[src/rtl/strstore_pkg.sv]
package strstore_pkg;

    localparam int unsigned PRIMARY_OP = 31;
    localparam int unsigned EXTENDED_OP = 725;

    typedef enum logic [2:0] {
        S_IDLE,
        S_BASE,
        S_INV_FIRST,
        S_INV_LAST,
        S_STORE
    } seq_state_e;

    typedef struct packed {
        seq_state_e  st;
        logic [4:0]  src_idx;
        logic [4:0]  base_idx;
        logic [5:0]  left;
        logic [1:0]  byte_idx;
        logic [31:0] ea;
        logic        done;
        logic        illegal;
    } seq_regs_t;

endpackage

[src/rtl/strstore_decode.sv]
module strstore_decode (
    input  logic [31:0] word,
    output logic        legal,
    output logic [4:0]  src_idx,
    output logic [4:0]  base_idx,
    output logic [5:0]  byte_cnt
);
    import strstore_pkg::*;

    logic [4:0] cnt_field;

    always_comb begin
        legal     = (word[31:26] == 6'(PRIMARY_OP)) && (word[10:1] == 10'(EXTENDED_OP));
        src_idx   = word[25:21];
        base_idx  = word[20:16];
        cnt_field = word[15:11];
        byte_cnt  = (cnt_field == 5'd0) ? 6'd32 : {1'b0, cnt_field};
    end
endmodule

[src/rtl/strstore_byte_pick.sv]
module strstore_byte_pick #(
    parameter int unsigned WORD_BYTES = 4
) (
    input  logic [WORD_BYTES*8-1:0]       word,
    input  logic [$clog2(WORD_BYTES)-1:0] idx,
    output logic [7:0]                    byte_out
);
    localparam int unsigned LANES = WORD_BYTES;

    logic [7:0] lane [LANES];

    for (genvar g = 0; g < LANES; g++) begin : g_lane
        // lane 0 is the most significant byte
        assign lane[g] = word[(LANES-1-g)*8 +: 8];
    end

    assign byte_out = lane[idx];
endmodule

[src/rtl/strstore_seq.sv]
module strstore_seq #(
    parameter int unsigned ADDR_W     = 32,
    parameter int unsigned LINE_BYTES = 128
) (
    input  logic              clk,
    input  logic              rst_n,
    input  logic              ins_valid,
    input  logic [31:0]       ins_word,
    output logic              ins_ready,
    output logic [4:0]        rf_raddr,
    input  logic [31:0]       rf_rdata,
    input  logic              resv_enable,
    input  logic              resv_active,
    output logic              inv_valid,
    output logic [ADDR_W-1:0] inv_line_addr,
    input  logic              inv_ready,
    output logic              wr_valid,
    output logic [ADDR_W-1:0] wr_addr,
    output logic [7:0]        wr_data,
    input  logic              wr_ready,
    output logic              done,
    output logic              illegal
);
    import strstore_pkg::*;

    localparam logic [ADDR_W-1:0] LINE_MASK = ~(ADDR_W'(LINE_BYTES - 1));

    seq_regs_t q, d;

    logic        dec_legal;
    logic [4:0]  dec_src;
    logic [4:0]  dec_base;
    logic [5:0]  dec_cnt;
    logic [7:0]  picked;
    logic [ADDR_W-1:0] first_line, last_line;

    strstore_decode u_decode (
        .word     (ins_word),
        .legal    (dec_legal),
        .src_idx  (dec_src),
        .base_idx (dec_base),
        .byte_cnt (dec_cnt)
    );

    strstore_byte_pick #(.WORD_BYTES(4)) u_pick (
        .word     (rf_rdata),
        .idx      (q.byte_idx),
        .byte_out (picked)
    );

    always_comb begin
        first_line = q.ea & LINE_MASK;
        last_line  = (q.ea + ADDR_W'(q.left) - ADDR_W'(1)) & LINE_MASK;
    end

    always_comb begin
        d         = q;
        d.done    = 1'b0;
        d.illegal = 1'b0;
        case (q.st)
            S_IDLE: begin
                if (ins_valid) begin
                    if (dec_legal) begin
                        d.src_idx  = dec_src;
                        d.base_idx = dec_base;
                        d.left     = dec_cnt;
                        d.byte_idx = 2'd0;
                        d.st       = S_BASE;
                    end else begin
                        d.illegal = 1'b1;
                    end
                end
            end
            S_BASE: begin
                d.ea = (q.base_idx == 5'd0) ? '0 : ADDR_W'(rf_rdata);
                d.st = (resv_enable && resv_active) ? S_INV_FIRST : S_STORE;
            end
            S_INV_FIRST: begin
                if (inv_ready) begin
                    d.st = (last_line != first_line) ? S_INV_LAST : S_STORE;
                end
            end
            S_INV_LAST: begin
                if (inv_ready) begin
                    d.st = S_STORE;
                end
            end
            S_STORE: begin
                if (wr_ready) begin
                    d.ea       = q.ea + ADDR_W'(1);
                    d.left     = q.left - 6'd1;
                    d.byte_idx = q.byte_idx + 2'd1;
                    if (q.byte_idx == 2'd3) begin
                        d.src_idx = q.src_idx + 5'd1;
                    end
                    if (q.left == 6'd1) begin
                        d.st   = S_IDLE;
                        d.done = 1'b1;
                    end
                end
            end
            default: d.st = S_IDLE;
        endcase
    end

    always_ff @(posedge clk or negedge rst_n) begin
        if (!rst_n) begin
            q.st       <= S_IDLE;
            q.src_idx  <= '0;
            q.base_idx <= '0;
            q.left     <= '0;
            q.byte_idx <= '0;
            q.ea       <= '0;
            q.done     <= 1'b0;
            q.illegal  <= 1'b0;
        end else begin
            q <= d;
        end
    end

    assign ins_ready     = (q.st == S_IDLE);
    assign rf_raddr      = (q.st == S_BASE) ? q.base_idx : q.src_idx;
    assign inv_valid     = (q.st == S_INV_FIRST) || (q.st == S_INV_LAST);
    assign inv_line_addr = (q.st == S_INV_LAST) ? last_line : first_line;
    assign wr_valid      = (q.st == S_STORE);
    assign wr_addr       = q.ea;
    assign wr_data       = picked;
    assign done          = q.done;
    assign illegal       = q.illegal;

    // an illegal pulse comes with no request traffic
    assert_illegal_quiet_R1: assert property (@(posedge clk) disable iff (!rst_n)
        illegal |-> (!wr_valid && !inv_valid && ins_ready));

    // a stalled byte write keeps its address and data
    assert_wr_hold_R10: assert property (@(posedge clk) disable iff (!rst_n)
        (wr_valid && !wr_ready) |=> (wr_valid && $stable(wr_addr) && $stable(wr_data)));

    // a stalled invalidate keeps its line address
    assert_inv_hold_R10: assert property (@(posedge clk) disable iff (!rst_n)
        (inv_valid && !inv_ready) |=> (inv_valid && $stable(inv_line_addr)));

    // invalidate and byte write never overlap
    assert_no_overlap_R10: assert property (@(posedge clk) disable iff (!rst_n)
        $onehot0({inv_valid, wr_valid}));

    // invalidate addresses are line aligned
    assert_line_aligned_R9: assert property (@(posedge clk) disable iff (!rst_n)
        inv_valid |-> ((inv_line_addr & ~LINE_MASK) == '0));

    // done follows an accepted byte write
    assert_done_after_last_R11: assert property (@(posedge clk) disable iff (!rst_n)
        $rose(done) |-> $past(wr_valid && wr_ready));

    // not ready while requests are pending
    assert_busy_not_ready_R11: assert property (@(posedge clk) disable iff (!rst_n)
        (wr_valid || inv_valid) |-> !ins_ready);

    // the two pulses never coincide
    assert_pulse_excl_R11: assert property (@(posedge clk) disable iff (!rst_n)
        !(done && illegal));
endmodule

[config.mk]
export PLATFORM = sky130hd
export DESIGN_NAME = strstore_seq
export DESIGN_NICKNAME = d
export VERILOG_FILES = /design/src/rtl/strstore_pkg.sv /design/src/rtl/strstore_decode.sv /design/src/rtl/strstore_byte_pick.sv /design/src/rtl/strstore_seq.sv
export SDC_FILE = /design/constraint.sdc
export NUM_CORES = 1
export LEC_CHECK = 0
export CELL_PAD_IN_SITES_DETAIL_PLACEMENT = 1
export CELL_PAD_IN_SITES_GLOBAL_PLACEMENT = 2
export CORE_ASPECT_RATIO = 0.8
export CORE_MARGIN = 5
export CORE_UTILIZATION = 39
export DETAILED_ROUTE_END_ITERATION = 8
export DONT_BUFFER_PORTS = 1
export GPL_ROUTABILITY_DRIVEN = 0
export HOLD_SLACK_MARGIN = 0.12
export PLACE_DENSITY = 0.95
export SYNTH_ARGS = -nofsm -noshare
export SYNTH_HDL_FRONTEND = slang
export SYNTH_SLANG_ARGS = --single-unit
[constraint.sdc]
create_clock -name clk -period 10.53 [get_ports clk]
set_input_delay 0.5265 -clock clk [delete_from_list [all_inputs] [get_ports clk]]
set_output_delay 0.5265 -clock clk [all_outputs]
set_load 0.03 [all_outputs]
# Yosys cells after proc, flatten, opt, wreduce, memory -nomap -nowiden
# Index checks and enable logic that the tools add are counted.
[classes] n_shift=0 n_addsub=6 div_mod_pow=0 n_reduce_logical=13 n_mul=0 n_lt_le_gt_ge=1 n_bitwise=1 eq_ne=16 mux=26
[op_table] cell="$mux W32" count=2
[op_table] cell="$pmux W32 S2" count=1
[op_table] cell="$mux W21" count=2
[op_table] cell="$mux W41" count=1
[op_table] cell="$add A32 B1 Y32 const B" count=1
[op_table] cell="$add A32 B6 Y32" count=1
[op_table] cell="$sub A32 B1 Y32 const B" count=1
[op_table] cell="$ne A25 B25 Y1" count=1
[op_table] cell="$mux W8" count=3
[op_table] cell="$bmux W8 S2" count=1
[op_table] cell="$pmux W8 S2" count=1
[op_table] cell="$mux W3" count=5
[op_table] cell="$pmux W3 S5" count=1
[op_table] cell="$eq A10 B10 Y1 const B" count=1
[op_table] cell="$logic_not A5 Y1" count=2
[op_table] cell="$mux W5" count=2
[op_table] cell="$pmux W5 S2" count=1
[op_table] cell="$ne A2 B1 Y1 const B" count=4
[op_table] cell="$eq A3 B2 Y1 const B" count=2
[op_table] cell="$eq A6 B1 Y1 const B" count=1
[op_table] cell="$eq A6 B5 Y1 const B" count=1
[op_table] cell="$mux W6" count=1
[op_table] cell="$ne A2 B2 Y1 const B" count=3
[op_table] cell="$reduce_and A6 Y1" count=1
[op_table] cell="17 further kinds" count=23
[word_totals] memories=0 ramBits=0 mem_bits_ro=0 input_bits=71 regBits=55 latchBits=0

# Logic depth before layout (Yosys ltp)
# Gate-level depths: netlist of run 1.
[logic_depth] depth_word=6 ltp_mapped=15 depth_no_buf=14

# Cells and area by module
# Synthesis of run 1 repeated with hierarchy kept, for this count alone.
[unflattened] hier_cells=936 hier_area_um2=6860.3
[modules_own_cells] mod="strstore_seq" n_inst=1 seq_area_each_um2=1376.3 area_per_inst_um2=6508.7 cells_per_inst=904
[modules_own_cells] mod="strstore_byte_pick" n_inst=1 seq_area_each_um2=0.0 area_per_inst_um2=196.4 cells_per_inst=10
[modules_own_cells] mod="strstore_decode" n_inst=1 seq_area_each_um2=0.0 area_per_inst_um2=155.1 cells_per_inst=22

# Least setup slack after synthesis of run 1
# No wires, ideal clock.
[synth_timing] path_type="reg2out" start="register q, in the netlist wr_addr[5]" end="output port inv_line_addr[28]" required_ps=10004 path_buffers=1 stages_incl_launch_ff=14 slack_ps=6935 arrival_time_ps=3069 cell_sequence="dfrtp_1 > inv_1 > ha_1 > inv_1 > ha_1 > nand2_1 > or3_4 > o21ba_4 > o31ai_4 > a31o_2 > buf_6 > a21oi_1 > xnor2_1 > o21ai_0"
[synth_via] elab_chain_len=3
[synth_lines] item="from (decl)" line_no="strstore_seq.sv:28" rtl="seq_regs_t q, d;"
[synth_lines] item="$add A32 B6 Y32" line_no="strstore_seq.sv:53" rtl="last_line = (q.ea + ADDR_W'(q.left) - ADDR_W'(1)) & LINE_MASK;"
[synth_lines] item="$sub A32 B1 Y32" line_no="strstore_seq.sv:53"
[synth_lines] item="$mux W32" line_no="strstore_seq.sv:124" rtl="assign inv_line_addr = (q.st == S_INV_LAST) ? last_line : first_line;"
[synth_lines] item="to (decl)" line_no="strstore_seq.sv:15" rtl="output logic [ADDR_W-1:0] inv_line_addr,"
# Every way passes these cells.

# Worst setup path after layout of run 1
[layout_timing] start="register q, in the netlist wr_addr[23]" end="register q[54] in the netlist's numbering"
[layout_via] elab_chain_len=6
[layout_lines] item="$add A32 B6 Y32" line_no="strstore_seq.sv:53"
[layout_lines] item="$sub A32 B1 Y32" line_no="strstore_seq.sv:53"
[layout_lines] item="$ne A25 B25 Y1 *" line_no="strstore_seq.sv:80" rtl="d.st = (last_line != first_line) ? S_INV_LAST : S_STORE;"
[layout_lines] item="$mux W3 *" line_no="strstore_seq.sv:80"
[layout_lines] item="$mux W3 *" line_no="strstore_seq.sv:79" rtl="if (inv_ready) begin"
[layout_lines] item="$pmux W3 S5 *" line_no="strstore_seq.sv:60" rtl="case (q.st)"
# Mark *: on every way between the ends. The rest lies on a longest branch, timed or not. The select of a mux whose other input is x is not followed.
# A chain may end at the register's enable or synchronous reset.

==> impl_metrics.yaml, run 1 <==
synthesis:
  syn-cell-area_um2: 6918
  synth_ff_type: "dfrtp_1"
  main_area_contributors_after_synthesis: "dfrtp_1 20%, ha_1 11%, nand2_1 8.4%, a21oi_1 7.2%, nor2_1 5.0%"
  yosys_warnings: 0
  yosys.area.top_type: "dfrtp_1"
  synth_most_common_cell: "nand2_1"
  number_of_enable_type_register_cells_in_the_synthesized_netlist: 0
  synth_commonest_cells: "155 x nand2_1, 100 x a21oi_1, 93 x nor2_1"
  yosysSeqAreaShare_pct: 19.90
  synthArstFlopShare_pct: 100.0
  synth_area_per_cell_um2: 7.244
  ys_types: 76
  syn-instance-count: 955
  synth_top_area_share_pct: 19.90
  synth-seq-cells: 55
die:
  initial_utilization_pct: 39.81
  fp-row-count: 43
  placeableCoreArea_um2: 17380
  die-area_um2: 20520
  die_h_um: 129.1
  die_width_um: 158.9
  io_pins: 153
drt:
  drt_iter0_drc: 608
  first_pass_iters: 5
  drc: 0
  avgViaCountPerCell: 6.240
  routed_wirelength_um: 26660
  detail-route-antenna-nets: 0
  total_via_count_after_detailed_routing: 7039
  detail_route.wl_per_cell_um: 23.63
cts:
  clk_latency_ns: 0.31
  cts_inserted_buffers: 5
  cts_root_buffer: "clkbuf_16"
  clock_sinks: 55
  cts_resized: 0
  clock_tree_from_tritoncts: "done"
  post_cts_hold_buffer_count: 2
  clock_tree.buffer_depth: 2
  cts.htree.levels: 2
  cts.repair_timing.setup_buffer_count: 0
  worst_setup_hold_path_clk_slew_ns: 0.08
cells_and_area:
  area_growth_pct: 0.9947
  fillers: 2208
  final_layout_size_suffix_gt1_share_pct: 5.105
  fin_nets: 1034
  postLayoutCoreUtil_pct: 40.20
min_path:
  min_path_type: "primary input to flop"
  hold_path_startpoint: "ins_word[19]"
  holdPathStages: 2
  hold_end: "q[45]$_DFFE_PN0P_"
sta:
  slew_of_the_pin_with_the_lowest_slew_margin_ns: 1.158
  setup_viol_count_final: 0
  period_minus_slack_ns: 4.843
  timing.final.max_slew_violations: 0
  max_freq_mhz: 206.5
  final.period_utilization_pct: 45.99
  hold_viol_final: 0
  rsz_0062_raised_after_global_routing: "no"
  max_slew_headroom_pct: 21.98
  clock-skew-final_ns: 0.009293
  setup_tns_ns: 0
worst_setup_path:
  critical_path.endpoint_type: "flop"
  critical_path.reg2reg.startpoint: "wr_addr[23]$_DFFE_PN0P_"
  crit_path_max_fanout: 15
  worstPathRequired_ns: 10.78
  cp.arrival_ns: 5.09
  worstReg2RegEnd: "q[54]$_DFFE_PN0P_"
  critical_path.startpoint_type: "flop"
  r2r_cells: 12
  timing_worst_setup_path_type: "flop to flop"
  worst-r2r-setup-slack_ns: 5.69
global_routing:
  gr-usage-all-layers_pct: 24.54
  grt_pass1_vias: 6879
  grt_first_pass_wirelength_um: 40330
  grt_start_max_net_pins: 56
  globalRoute.totalOverflow: 0
  grt_antenna_before_repair: 3
placement:
  dp_hpwl_um: 20750
  io_buffers: 0
pwr:
  ir_worst_vdd_mv: 0.08333
  powerDensity_nw_per_um2: 139.8
  p_leak_uw: 0.003196
job:
  drv_cap: 0
outcome:
  outcome: "finished clean"
[cell type report]
type                    instances  area (um2)  area share (%)
diodes                          2       5.005         0.07163
clock buffers                   7       132.6           1.898
clock inverters                 1       5.005         0.07163
inverters                      53       198.9           2.847
multi-input cells             773        4875           69.77
flip-flops and latches         55        1376           19.70
well taps                     225       281.5           4.029
repair buffers                 12       112.6           1.612
[cell families after synthesis]
group	Yosys count	synth area share [%]
fa+ha+maj	63	11.39
compound gates	259	23.19
other cells	1	0.05421
flops	55	19.90
mux	15	3.690
xor+xnor	46	6.421
simple gates	383	25.32
buf+inv	133	10.04
[registers in the layout, indices dropped and copies added, names as in the netlist]
signal,flops
done,1
q,21
illegal,1
wr_addr,32
[critical path, stage by stage (launching register included)]
cell and delay [ns]:
dfrtp_1 0.81, inv_1 0.26, ha_1 0.64, a21oi_1 0.16, o21ai_1 0.47, o22a_1 0.37, mux2_2 0.36, nand2_1 0.07
o2111ai_1 0.10, or4_1 0.45, or4b_4 0.58, or4_1 0.42, nand2_1 0.09
[worst max-delay path by stage]
stage | depth (start not counted) | slack [ns] | from | end
after floorplan | 13 | 6.93 | wr_addr[5]$_DFFE_PN0P_ | inv_line_addr[28]
after global routing | 12 | 5.48 | wr_addr[23]$_DFFE_PN0P_ | q[54]$_DFFE_PN0P_
after detailed placement | 12 | 5.80 | wr_addr[23]$_DFFE_PN0P_ | q[54]$_DFFE_PN0P_
after global placement | 12 | 5.84 | wr_addr[23]$_DFFE_PN0P_ | q[54]$_DFFE_PN0P_
final | 12 | 5.69 | wr_addr[23]$_DFFE_PN0P_ | q[54]$_DFFE_PN0P_
after CTS | 12 | 5.74 | wr_addr[23]$_DFFE_PN0P_ | q[54]$_DFFE_PN0P_
[cells in the final DEF (no fill, tap or decap), drive strengths merged, types with 4 or more instances in the layout]
cell type and instances:
nand4 18, o21ai 71, conb 7, a21oi 101, a2111oi 6, mux2 4
buf 11, mux4 8, inv 53, o211ai 5, and3 12, ha 63
a31oi 12, o31ai 12, a32o 4, dfrtp 55, o311ai 4, nor2 93
o21a 7, nor3 24, nand2 155, nand2b 7, xnor2 33, clkbuf 7
a211o 5, a22oi 6, xor2 10, nand3 39, nor4 6
[metrics by stage]
step           hold WS (ns)  std cells  power, uW  area [um2]  setup slack [ns]
2_1_floorplan        0.2309        961      688.5        6940             6.935
3_3_place_gp         0.2340       1116      774.5        6807             5.845
3_5_place_dp         0.2338       1116      793.2        6807             5.796
4_1_cts              0.3223       1126      975.0        6982             5.741
5_1_grt              0.3334       1128       1036        6987             5.480
6_report             0.3225       1128      977.0        6987             5.687
[power by group]
| part | switching (uW) | internal, uW |
|---|---|---|
| clock network | 86.8 | 88.6 |
| logic | 300 | 166 |
| registers | 90.5 | 245 |
[per-layer routing]
metal	global-route usage, %	share of wire, %	up-vias
li1	-	-	3235
met1	34.61	45	3479
met2	37.35	44	277
met3	6.200	8.5	46
met4	6.871	2.5	2
met5	1.591	0.049	-
(Power assumes the default switching activity.)
==> inputs of run 2 (changes only) <==
CORE_UTILIZATION = 33   (was 39)
PLACE_DENSITY = 0.87   (was 0.95)
clock period = 4.1 ns   (was 10.53 ns; I/O delays follow)
==> run 2 against run 1 <==
Clock power increased to 2.5 times the previous value. Combinational power rose to 3.3 times the previous value. Largest power group unchanged. Power grew to 2.8 times the previous value. Critical path type unchanged. First-iteration DRC count grew 9.7%. Sequential share of layout area fell by 2.9 points. Register-to-register slack got worse by 5.6 ns.
==> impl_metrics.yaml, run 2 (synthesized netlist as in run 1, its figures left out) <==
die:
  initial_utilization_pct: 33.52
  placeableCoreArea_um2: 20640
  die_h_um: 139.5
  fp-row-count: 47
  io_pins: 153
  die_width_um: 171.9
  die-area_um2: 23980
outcome:
  outcome: "finished clean"
cts:
  cts_root_buffer: "clkbuf_16"
  cts_inserted_buffers: 5
  clk_latency_ns: 0.30
  clock_tree.buffer_depth: 2
  worst_setup_hold_path_clk_slew_ns: 0.08
  clock_tree_from_tritoncts: "done"
  cts.htree.levels: 2
  clock_sinks: 55
pwr:
  pwr-share-seq_pct: 27.9
  power_switching_uw: 1314
  ir_worst_vdd_mv: 0.2339
  combPwrFrac_pct: 56.0
  switching_share_pct: 48.16
  p_clk_share_pct: 16.1
  p_leak_uw: 0.003822
  power_internal_uw: 1414
  powerDensity_nw_per_um2: 333.5
drt:
  avgViaCountPerCell: 5.902
  detail-route-antenna-nets: 0
  detail_route.wl_per_cell_um: 22.79
  first_pass_iters: 5
  total_via_count_after_detailed_routing: 7678
  routed_wirelength_um: 29650
  drc: 0
  drt_iter0_drc: 667
worst_setup_path:
  critical_path.endpoint_type: "flop"
  worst-r2r-setup-slack_ns: 0.13
  cp.arrival_ns: 4.16
  worstPathRequired_ns: 4.29
  critical_path.startpoint_type: "flop"
  crit_path_max_fanout: 7
  timing_worst_setup_path_type: "flop to flop"
sta:
  timing.final.ws_setup_ns: 0.1306
  period_minus_slack_ns: 3.969
  hold_viol_final: 0
  timing.final.max_slew_violations: 0
  max_freq_mhz: 251.9
  final.period_utilization_pct: 96.81
  slew_of_the_pin_with_the_lowest_slew_margin_ns: 1.101
  fin_hold_ws_ns: 0.1236
  max_slew_headroom_pct: 25.83
  setup_viol_count_final: 0
  clock-skew-final_ns: 0.006709
cells_and_area:
  layout.cells.most_common_list: "155 x nand2_1, 103 x buf_4, 97 x a21oi_1"
  area_growth_pct: 18.25
  largest_register_ffs: 32
  fin_nets: 1163
  final_layout_size_suffix_gt1_share_pct: 15.05
  fin_area_um2: 8180
  layout.cells.most_common: "nand2_1"
  fillers: 2579
min_path:
  min_path_type: "primary input to flop"
global_routing:
  grt_antenna_before_repair: 3
  grt_pass1_vias: 7612
  gr-usage-all-layers_pct: 23.78
  grt_start_max_net_pins: 56
  globalRoute.totalOverflow: 0
  grt_first_pass_wirelength_um: 44840
placement:
  dp_hpwl_um: 23190
  io_buffers: 0
  placement.cell_area_um2: 7545
  pre_cts_ws_ns: -0.03018
job:
  drv_cap: 0
[run 2: cell count changes in the layout (fill, tap and decap cells not counted), sizes merged]
cell         before  now
buf              11  104
dlygate4sd3       1   37
[run 2: final cells by class]
class	count	area (um2)	share of cell area (%)
clock inverters	1	5.005	0.06118
inverters	53	198.9	2.432
repair buffers	141	1171	14.32
diodes	2	5.005	0.06118
clock buffers	7	132.6	1.621
well taps	269	336.6	4.114
multi-input cells	773	4954	60.55
flip-flops and latches	55	1378	16.84
[run 2: path summary, 6_finish.rpt]
path | from | endpoint | cells past startpoint
worst max-delay path | q[41]$_DFFE_PN0P_ | q[52]$_DFFE_PN0P_ | 15
worst min-delay path | rf_rdata[10] | wr_addr[10]$_DFFE_PN0P_ | 2
worst max register to register | q[41]$_DFFE_PN0P_ | q[52]$_DFFE_PN0P_ | 15
worst min register to register | q[46]$_DFFE_PN0P_ | q[46]$_DFFE_PN0P_ | 2
max in group asynchronous | rst_n | wr_addr[16]$_DFFE_PN0P_ | 2
min in group asynchronous | rst_n | q[47]$_DFFE_PN0P_ | 2
[run 2: per-layer routing]
| metal | track usage [%] | part of all wire (%) |
|---|---|---|
| met5 | 0 | 0.11 |
| met4 | 6.079 | 3.5 |
| met3 | 5.982 | 8.8 |
| met2 | 37.45 | 45 |
| met1 | 32.66 | 43 |
[run 2: timing repair]
action,4_1_cts,5_1_grt
hold endpoints to repair,92,0
pin swaps,0,3
resized for setup,1,22
setup endpoints to repair,2,3
buffers inserted,0,2
hold buffers,38,0
[run 2: critical path, stage by stage, from the launching register on]
cell and delay, ns:
dfrtp_1 0.37, inv_1 0.09, ha_1 0.29, inv_1 0.04
ha_1 0.29, nand2_1 0.10, or3_4 0.40, o21ba_4 0.23
o31ai_4 0.29, a31o_4 0.22, buf_4 0.15, o41ai_1 0.07
a2111o_1 0.30, or4b_4 0.57, o21a_1 0.20, a211o_1 0.26
[run 2: metrics by stage]
stage / cells / setup TNS, ns / total power [uW] / util [%]
finish: 1301 / 0 / 2728 / 39.63
global route: 1299 / -0.001880 / 2884 / 39.61
CTS: 1297 / 0 / 2683 / 39.15
detailed placement: 1251 / -0.04339 / 2187 / 36.55
global placement: 1251 / 0 / 2131 / 36.55
floorplan: 961 / 0 / 1768 / -
[run 2: power by group through the flow]
stage | clock network [uW] | logic (uW) | registers, uW
final | 440 | 1530 | 760
after global routing | 472 | 1640 | 774
after CTS | 446 | 1480 | 758
after detailed placement | 0 | 1420 | 768
after global placement | 0 | 1370 | 761
after floorplan | 0 | 1050 | 720
